[src/rtl/tdr_pkg.sv]
package tdr_pkg;

  localparam int WORD_W = 32;

  // descriptor control word field positions (decoded by the transfer engine)
  localparam int CC_LSB  = 28;
  localparam int CC_W    = 4;
  localparam int EC_LSB  = 26;
  localparam int EC_W    = 2;
  localparam int TOG_BIT = 24;
  localparam int DLY_LSB = 21;
  localparam int DLY_W   = 3;

  // endpoint head pointer low bits
  localparam int PTR_LSB   = 4;
  localparam int HALT_BIT  = 0;
  localparam int CARRY_BIT = 1;

  typedef struct packed {
    logic              retire;
    logic              fail;
    logic [WORD_W-1:0] ctrl;
    logic [WORD_W-1:0] ep_head;
    logic [DLY_W-1:0]  delay;
  } tdr_verdict_t;

endpackage

[src/rtl/tdr_rst_sync.sv]
module tdr_rst_sync #(
  parameter int STAGES = 2
) (
  input  logic clk,
  input  logic rst_n,
  output logic rst_sync_n
);

  logic [STAGES-1:0] chain_q;
  logic [STAGES-1:0] chain_d;

  always_comb begin
    chain_d = {chain_q[STAGES-2:0], 1'b1};
  end

  always_ff @(posedge clk or negedge rst_n) begin
    if (!rst_n) begin
      chain_q <= '0;
    end else begin
      chain_q <= chain_d;
    end
  end

  assign rst_sync_n = chain_q[STAGES-1];

endmodule

[src/rtl/tdr_status_update.sv]
module tdr_status_update
  import tdr_pkg::*;
#(
  parameter int ERR_LIMIT = 3
) (
  input  logic [WORD_W-1:0] ctrl_in,
  input  logic [CC_W-1:0]   cc_in,
  input  logic              tog_in,
  input  logic [WORD_W-1:0] ep_head_in,
  input  logic [WORD_W-1:0] td_next_in,
  output tdr_verdict_t      verdict
);

  localparam logic [EC_W-1:0] EC_MAX = EC_W'(ERR_LIMIT);

  logic [EC_W-1:0] ec_old;
  logic [EC_W-1:0] ec_new;
  logic            fail;
  logic            retire;
  logic [WORD_W-1:0] ctrl_upd;
  logic [WORD_W-1:0] head_upd;

  // error count handling
  always_comb begin
    ec_old = ctrl_in[EC_LSB +: EC_W];
    fail   = (cc_in != '0);
    if (!fail) begin
      ec_new = '0;
    end else if (ec_old >= EC_MAX) begin
      ec_new = EC_MAX;
    end else begin
      ec_new = ec_old + 1'b1;
    end
    retire = !fail || (ec_new == EC_MAX);
  end

  always_comb begin
    ctrl_upd                    = ctrl_in;
    ctrl_upd[CC_LSB +: CC_W]    = cc_in;
    ctrl_upd[EC_LSB +: EC_W]    = ec_new;
    ctrl_upd[TOG_BIT]           = tog_in;
  end

  // unlink and fold halt/toggle carry into the low pointer bits
  always_comb begin
    if (retire) begin
      head_upd                  = td_next_in;
      head_upd[PTR_LSB-1:0]     = '0;
      head_upd[CARRY_BIT]       = tog_in;
      head_upd[HALT_BIT]        = fail;
    end else begin
      head_upd                  = ep_head_in;
    end
  end

  always_comb begin
    verdict.retire  = retire;
    verdict.fail    = fail;
    verdict.ctrl    = ctrl_upd;
    verdict.ep_head = head_upd;
    verdict.delay   = ctrl_in[DLY_LSB +: DLY_W];
  end

endmodule

[src/rtl/tdr_done_linker.sv]
module tdr_done_linker
  import tdr_pkg::*;
(
  input  logic              clk,
  input  logic              rst_n,
  input  logic              push_en,
  input  logic [WORD_W-1:0] push_addr,
  input  logic              flush_en,
  output logic [WORD_W-1:0] link_word,
  output logic [WORD_W-1:0] done_reg
);

  logic [WORD_W-1:0] head_q;
  logic [WORD_W-1:0] head_d;
  logic [WORD_W-1:0] done_q;
  logic [WORD_W-1:0] done_d;
  logic              upd_en;

  // a push during a flush begins a fresh list
  always_comb begin
    link_word = flush_en ? '0 : head_q;
  end

  // next state of list head and published head
  always_comb begin
    head_d = head_q;
    done_d = done_q;
    if (flush_en) begin
      done_d = head_q;
      head_d = push_en ? push_addr : '0;
    end else if (push_en) begin
      head_d = push_addr;
    end
    upd_en = flush_en || push_en;
  end

  always_ff @(posedge clk or negedge rst_n) begin
    if (!rst_n) begin
      head_q <= '0;
      done_q <= '0;
    end else if (upd_en) begin
      head_q <= head_d;
      done_q <= done_d;
    end
  end

  assign done_reg = done_q;

endmodule

[src/rtl/tdr_irq_delay.sv]
module tdr_irq_delay #(
  parameter int DLY_W = 3
) (
  input  logic             clk,
  input  logic             rst_n,
  input  logic             arm_en,
  input  logic [DLY_W-1:0] arm_code,
  input  logic             sof,
  output logic             expire,
  output logic             irq
);

  localparam logic [DLY_W-1:0] NO_IRQ = '1;

  logic             pend_q;
  logic             pend_d;
  logic [DLY_W-1:0] cnt_q;
  logic [DLY_W-1:0] cnt_d;
  logic [DLY_W-1:0] cnt_dec;
  logic             arm_req;
  logic             irq_q;
  logic             irq_d;
  logic             cnt_en;

  always_comb begin
    arm_req = arm_en && (arm_code != NO_IRQ);
    expire  = pend_q && (cnt_q == '0);
  end

  // countdown holding the smallest pending delay
  always_comb begin
    cnt_dec = (pend_q && sof) ? (cnt_q - 1'b1) : cnt_q;
    pend_d  = pend_q;
    cnt_d   = cnt_dec;
    if (expire) begin
      pend_d = arm_req;
      cnt_d  = arm_code;
    end else if (arm_req) begin
      pend_d = 1'b1;
      if (pend_q && (cnt_dec < arm_code)) begin
        cnt_d = cnt_dec;
      end else begin
        cnt_d = arm_code;
      end
    end
    cnt_en = expire || arm_req || (pend_q && sof);
    irq_d  = expire;
  end

  always_ff @(posedge clk or negedge rst_n) begin
    if (!rst_n) begin
      pend_q <= 1'b0;
      cnt_q  <= '0;
    end else if (cnt_en) begin
      pend_q <= pend_d;
      cnt_q  <= cnt_d;
    end
  end

  always_ff @(posedge clk or negedge rst_n) begin
    if (!rst_n) begin
      irq_q <= 1'b0;
    end else begin
      irq_q <= irq_d;
    end
  end

  assign irq = irq_q;

endmodule

[src/rtl/tdr_retire_unit.sv]
module tdr_retire_unit
  import tdr_pkg::*;
#(
  parameter int                ERR_LIMIT     = 3,
  parameter int                SYNC_STAGES   = 2,
  parameter int                REG_AW        = 8,
  parameter logic [REG_AW-1:0] DONE_HEAD_OFS = 8'h30
) (
  input  logic              clk,
  input  logic              rst_n,
  input  logic              req_valid,
  input  logic [31:0]       req_ctrl,
  input  logic [31:0]       req_td_addr,
  input  logic [31:0]       req_td_next,
  input  logic [31:0]       req_ep_head,
  input  logic [3:0]        req_cc,
  input  logic              req_toggle,
  input  logic              sof,
  input  logic [REG_AW-1:0] reg_addr,
  output logic [31:0]       reg_rdata,
  output logic              wb_valid,
  output logic              wb_retired,
  output logic [31:0]       wb_ctrl,
  output logic [31:0]       wb_td_link,
  output logic [31:0]       wb_ep_head,
  output logic              irq
);

  logic              rst_sync_n;
  tdr_verdict_t      verdict;
  logic              retire_now;
  logic              expire;
  logic [WORD_W-1:0] link_word;
  logic [WORD_W-1:0] done_reg;

  logic              wb_valid_q;
  logic              wb_valid_d;
  logic              wb_retired_q;
  logic              wb_retired_d;
  logic [WORD_W-1:0] wb_ctrl_q;
  logic [WORD_W-1:0] wb_ctrl_d;
  logic [WORD_W-1:0] wb_link_q;
  logic [WORD_W-1:0] wb_link_d;
  logic [WORD_W-1:0] wb_head_q;
  logic [WORD_W-1:0] wb_head_d;

  tdr_rst_sync #(
    .STAGES (SYNC_STAGES)
  ) u_rst_sync (
    .clk        (clk),
    .rst_n      (rst_n),
    .rst_sync_n (rst_sync_n)
  );

  tdr_status_update #(
    .ERR_LIMIT (ERR_LIMIT)
  ) u_status (
    .ctrl_in    (req_ctrl),
    .cc_in      (req_cc),
    .tog_in     (req_toggle),
    .ep_head_in (req_ep_head),
    .td_next_in (req_td_next),
    .verdict    (verdict)
  );

  assign retire_now = req_valid && verdict.retire;

  tdr_done_linker u_linker (
    .clk       (clk),
    .rst_n     (rst_sync_n),
    .push_en   (retire_now),
    .push_addr (req_td_addr),
    .flush_en  (expire),
    .link_word (link_word),
    .done_reg  (done_reg)
  );

  tdr_irq_delay #(
    .DLY_W (DLY_W)
  ) u_delay (
    .clk      (clk),
    .rst_n    (rst_sync_n),
    .arm_en   (retire_now),
    .arm_code (verdict.delay),
    .sof      (sof),
    .expire   (expire),
    .irq      (irq)
  );

  // write-back set, next state
  always_comb begin
    wb_valid_d   = req_valid;
    wb_retired_d = verdict.retire;
    wb_ctrl_d    = verdict.ctrl;
    wb_head_d    = verdict.ep_head;
    wb_link_d    = verdict.retire ? link_word : req_td_next;
  end

  always_ff @(posedge clk or negedge rst_sync_n) begin
    if (!rst_sync_n) begin
      wb_valid_q <= 1'b0;
    end else begin
      wb_valid_q <= wb_valid_d;
    end
  end

  always_ff @(posedge clk or negedge rst_sync_n) begin
    if (!rst_sync_n) begin
      wb_retired_q <= 1'b0;
      wb_ctrl_q    <= '0;
      wb_link_q    <= '0;
      wb_head_q    <= '0;
    end else if (req_valid) begin
      wb_retired_q <= wb_retired_d;
      wb_ctrl_q    <= wb_ctrl_d;
      wb_link_q    <= wb_link_d;
      wb_head_q    <= wb_head_d;
    end
  end

  assign wb_valid   = wb_valid_q;
  assign wb_retired = wb_retired_q;
  assign wb_ctrl    = wb_ctrl_q;
  assign wb_td_link = wb_link_q;
  assign wb_ep_head = wb_head_q;

  // host-visible done-head register
  always_comb begin
    reg_rdata = (reg_addr == DONE_HEAD_OFS) ? done_reg : '0;
  end

endmodule

[config.mk]
export PLATFORM = sky130hd
export DESIGN_NAME = tdr_retire_unit
export DESIGN_NICKNAME = d
export VERILOG_FILES = /design/src/rtl/tdr_pkg.sv /design/src/rtl/tdr_rst_sync.sv /design/src/rtl/tdr_status_update.sv /design/src/rtl/tdr_done_linker.sv /design/src/rtl/tdr_irq_delay.sv /design/src/rtl/tdr_retire_unit.sv
export SDC_FILE = /design/constraint.sdc
export NUM_CORES = 1
export LEC_CHECK = 0
export CAP_MARGIN = 5
export CORE_UTILIZATION = 40
export DETAILED_ROUTE_END_ITERATION = 10
export GPL_TIMING_DRIVEN = 0
export PLACE_DENSITY = 0.74
export RECOVER_POWER = 25
export SYNTH_ARGS = -nofsm -noshare
export SYNTH_HDL_FRONTEND = slang
export SYNTH_SLANG_ARGS = --single-unit
[constraint.sdc]
create_clock -name clk -period 6.4 [get_ports clk]
set_clock_uncertainty 0.05 [all_clocks]
set_input_delay 0.96 -clock clk [delete_from_list [all_inputs] [get_ports clk]]
set_output_delay 0.96 -clock clk [all_outputs]
set_load 0.05 [all_outputs]
# After elaboration in Yosys (flattened, before gate mapping)
# Index checks and enable logic that the tools add are counted.
# Widths: inputs -> output; s select.
[totals]
register_bits = 169
inputBits = 145
out_inout_bits = 131
[op_classes]
add_sub_neg = 2
n_eq_ne = 3
reduce_logical = 17
magnitude_cmp = 2
n_mux = 15
[op_table]
columns = ["cell", "count"]
rows = [
  ["$mux 32", 7],
  ["$mux 3", 4],
  ["$eq 8x6->1 const B", 1],
  ["$reduce_and 2->1", 3],
  ["$logic_and 1x1->1", 5],
  ["$logic_or 1x1->1", 4],
  ["$mux 2", 2],
  ["$reduce_bool 2->1", 2],
  ["$reduce_bool 4->1", 1],
  ["$logic_not 3->1", 1],
  ["$lt 3x3->1", 1],
  ["$ne 3x3->1 const B", 1],
  ["$sub 3x1->3 const B", 1],
  ["$add 2x1->2 const B", 1],
  ["$eq 2x2->1 const B", 1],
  ["$ge 2x2->1 const B", 1],
  ["$mux 1", 2],
  ["$logic_not 1->1", 1],
]

# Logic depth before layout (Yosys ltp)
[logic_depth]
ltp_word = 10
mapped_depth = 9
mapped_depth_nobuf = 9

# By module
# From an unflattened synthesis, not the netlist that was laid out.
[unflattened]
cells_unflattened = 639
hier_area_um2 = 8301.7
[modules_own_cells]
columns = ["module", "area_per_inst_um2", "seq_area_each_um2", "instances", "cells_per_inst"]
rows = [
  ["tdr_retire_unit", 4394.2, 2452.4, 1, 352],
  ["tdr_done_linker", 2687.6, 1601.5, 1, 171],
  ["tdr_status_update", 800.8, 0.0, 1, 79],
  ["tdr_irq_delay", 365.4, 125.1, 1, 34],
  ["tdr_rst_sync", 53.8, 50.0, 1, 3],
]

# Worst setup path after synthesis
# Ideal clock, no wire load.
[synth_timing]
kind = "input-to-output"
startpoint = "input port reg_addr[1]"
endpoint = "output port reg_rdata[10]"
path_stages = 4
slack_ns = 2.999
t_arrival_ns = 2.391
cell_sequence = "or4_1 -> nor4_2 -> clkbuf_2 -> and2_1"
[synth_via]
elab_chain_cells = 2
[synth_rtl]
columns = ["element", "line_no", "source"]
rows = [
  ["start, declared", "tdr_retire_unit.sv:19", "input logic [REG_AW-1:0] reg_addr,"],
  ["$eq 8x6->1", "tdr_retire_unit.sv:129", "reg_rdata = (reg_addr == DONE_HEAD_OFS) ? done_reg : '0;"],
  ["$mux 32", "tdr_retire_unit.sv:129", ""],
  ["end, declared", "tdr_retire_unit.sv:20", "output logic [31:0] reg_rdata,"],
]
# Every way passes these cells.

# Worst setup path after layout
[layout_timing]
startpoint = "input port reg_addr[1]"
endpoint = "output port reg_rdata[11]"
# The elaborated chain is that of the path after synthesis.

==> results.json <==
{
  "area_growth_pct": 48.9,
  "slew_violations": 109,
  "die-area_um2": 19000,
  "dr.pass1.iters": 4,
  "finalWirelength_um": 21800,
  "max-clock-path-buffers": 2,
  "synthFlopType": "dfrtp_1",
  "place_area_um2": 10400,
  "dp_slack_ns": 1.39,
  "postCtsSetupBuffers": 0,
  "slowest_delay_ns": 0.81,
  "hp-class": "register to register",
  "cts_tree": "built",
  "via_count": 6044,
  "clkSlewWorstSetupHoldPaths_ns": 0.07,
  "hold_slack_ns": 0.308,
  "cts.sinks": 169,
  "cp_data_arrival_time_ns": 3.96,
  "holdPathStages": 0,
  "synth.avg_cell_area_um2": 11.0,
  "rrSetupSlack_ns": 1.67,
  "setup_ws_ns": 1.43,
  "slew_headroom_pct": -111,
  "criticalPathCategory": "primary input to output pin",
  "grt.overflow.total": 0,
  "grt_pass1_wl_um": 35000,
  "p_switching_mw": 1.24,
  "p_leak_nw": 4.71,
  "root_buffer": "clkbuf_16",
  "pwr-share-clk_pct": 28.8,
  "synthesis.area_um2": 7400,
  "comb_power_share_pct": 31.8,
  "initial_utilization_pct": 41.1,
  "grt_pass1_vias": 6392,
  "cts_buffers": 17,
  "start_kind": "primary input",
  "viasPerCell": 5.00,
  "min_to": "u_rst_sync.chain_q[1]",
  "syn_nets": 824,
  "drive_gt1_share_pct": 14.7,
  "fmax_mhz": 201,
  "grt_use_total_pct": 23.7,
  "failed_checks": "max-capacitance violations, max-slew violations",
  "p_seq_share_pct": 39.4,
  "rsz0062_at_grt": "false",
  "reg2reg_depth": 1,
  "cts_resized": 0,
  "layoutNonFillerInstCount": 1208,
  "synthArstFlopShare_pct": 100,
  "synth_edf_count": 0,
  "min_period_ns": 4.97,
  "crit_family": "buffers and inverters",
  "period_share_pct": 77.7,
  "path_cells": "clkdlybuf4s50_1, or4_1, nor4_2, clkbuf_2, and2_1, clkdlybuf4s50_1",
  "path_max_fanout": 10,
  "synth_area_leaders": "dfrtp_1 57%, mux2_2 10%, nand2_1 5.1%, mux2i_1 3.9%, nor2_1 3.1%",
  "status": "finished, violations left",
  "num_io_pins": 276,
  "maxCapViolCount": 2,
  "grt_max_degree": 62,
  "final_antenna_net_count": 0,
  "p_per_area_nw_per_um2": 331,
  "cp_slowest_cell": "clkdlybuf4s50_1",
  "die_w_um": 138,
  "hp-start": "u_rst_sync.chain_q[0]",
  "setup_violations": 0,
  "yosysTopAreaCellShare_pct": 57.1,
  "ys_seq_area_share_pct": 57.1,
  "die_h_um": 138,
  "end_kind": "output pin",
  "wl_per_cell_um": 18.0,
  "p_int_mw": 2.40,
  "antenna_found_initial": 0,
  "critPathBufInv": 3,
  "post-place-cells": 1176,
  "synth.distinct_cells": 36,
  "first_iter_violations": 247,
  "synth_top_cell_by_area": "dfrtp_1",
  "nFillCells": 1580,
  "worst_pin_slew_ns": 3.16,
  "layout.nets": 1115,
  "path_common_cell": "clkdlybuf4s50_1",
  "r2r-end": "u_linker.head_q[27]",
  "drcViolationCount": 0,
  "hold_violations": 0,
  "ys_ff_latch": 169,
  "synth_cells": 675,
  "ir_drop_v": 0.000208,
  "io_buffers": 270,
  "finish.instance_area_um2": 11000,
  "place_congestion": 0.770,
  "postCtsHoldBufs": 0,
  "tns_ns": 0,
  "ys_warn_count": 0,
  "std_cell_rows": 49,
  "dpl.hpwl_um": 16000,
  "timing.rr.start": "u_rst_sync.chain_q[1]",
  "coreArea_um2": 18000,
  "p_sw_share_pct": 34.1,
  "utilization_pct": 61.1,
  "fin_total_pwr_mw": 3.64,
  "diodes": 0,
  "cp.required_ns": 5.39,
  "h-tree-depth": 4,
  "clock_latency_ns": 0.43
}
-- metal layers --
metal / routed length (µm) / up-vias / track usage (%)
met3: 1480 / 26 / 6.93
li1: - / 2861 / -
met4: 363 / 0 / 7.00
met2: 10500 / 218 / 38.9
met1: 9470 / 2939 / 30.3
met5: 0 / - / 0
-- placed cells by master, fill, tap and decap left out, types with 2 or more instances in the layout --
| cell | instances |
|---|---|
| clkdlybuf4s50_1 | 268 |
| dfrtp_1 | 169 |
| nand2_1 | 101 |
| mux2_2 | 66 |
| nor2_1 | 62 |
| a31oi_1 | 33 |
| and2_1 | 32 |
| or2_0 | 32 |
| a21oi_1 | 30 |
| mux2i_1 | 29 |
| clkbuf_1 | 24 |
| o21ai_2 | 20 |
| clkbuf_16 | 17 |
| o21ai_1 | 12 |
| inv_1 | 11 |
| buf_2 | 8 |
| o21ai_0 | 5 |
| buf_1 | 5 |
| buf_6 | 5 |
| nand3_1 | 4 |
| ha_1 | 4 |
| clkinv_4 | 4 |
| clkbuf_2 | 3 |
| o211ai_1 | 3 |
| nand2_2 | 3 |
| inv_6 | 3 |
| nand3b_1 | 2 |
| nor4_2 | 2 |
| bufinv_16 | 2 |
| clkinv_2 | 2 |
| clkbuf_8 | 2 |
| dlygate4sd3_1 | 2 |
-- logic make-up after synthesis --
group           count (synthesis)  share of synthesized area, %
flops                         169                          57.1
fa+ha+maj                       4                         0.676
xor+xnor                        1                         0.118
other cells                     1                        0.0507
mux                            95                          14.0
buf+inv                        56                          3.74
compound gates                107                          9.11
simple gates                  242                          15.2
-- power by group through the flow --
stage / logic, mW / registers, mW / clock network [mW]
global placement: 1.13 / 1.46 / 0
floorplan: 0.473 / 1.73 / 0
finish: 1.16 / 1.43 / 1.05
detailed placement: 1.17 / 1.45 / 0
global route: 1.25 / 1.47 / 1.11
CTS: 1.18 / 1.44 / 1.06
-- how the worst max path moves through the flow --
stage / start / to / slack (ns) / cells after the start
global placement: u_rst_sync.chain_q[1] / wb_ctrl[9] / -0.82 / 0
CTS: reg_addr[1] / reg_rdata[14] / 1.38 / 6
finish: reg_addr[1] / reg_rdata[11] / 1.43 / 6
floorplan: u_rst_sync.chain_q[1] / u_delay.cnt_q[0] / 1.29 / 0
detailed placement: reg_addr[1] / reg_rdata[14] / 1.39 / 6
global route: u_rst_sync.chain_q[1] / u_delay.pend_q / 0.71 / 1
-- cell type report --
| class | count | area [µm²] | area share (%) |
|---|---|---|---|
| clock inverters | 12 | 139 | 1.26 |
| clock buffers | 20 | 457 | 4.15 |
| multi-input cells | 450 | 2900 | 26.3 |
| repair buffers | 272 | 2730 | 24.8 |
| inverters | 11 | 41.3 | 0.375 |
| plain buffers | 45 | 235 | 2.14 |
| well taps | 229 | 287 | 2.60 |
| flip-flops and latches | 169 | 4230 | 38.4 |
-- Yosys cell counts, types with 2 or more instances --
library cell  instances
clkbuf_1             22
buf_6                 5
buf_2                 8
o21ai_1              12
nor2_1               62
a31oi_1              33
nand2_1             101
ha_1                  4
a21oi_1              30
inv_1                11
dfrtp_1             169
nor4_2                2
nand3b_1              2
o21ai_2              20
nand3_1               4
nand2_2               3
o211ai_1              3
mux2i_1              29
and2_1               32
mux2_2               66
o21ai_0               5
clkbuf_2              3
or2_0                32
buf_1                 5
(Power assumes the default switching activity.)
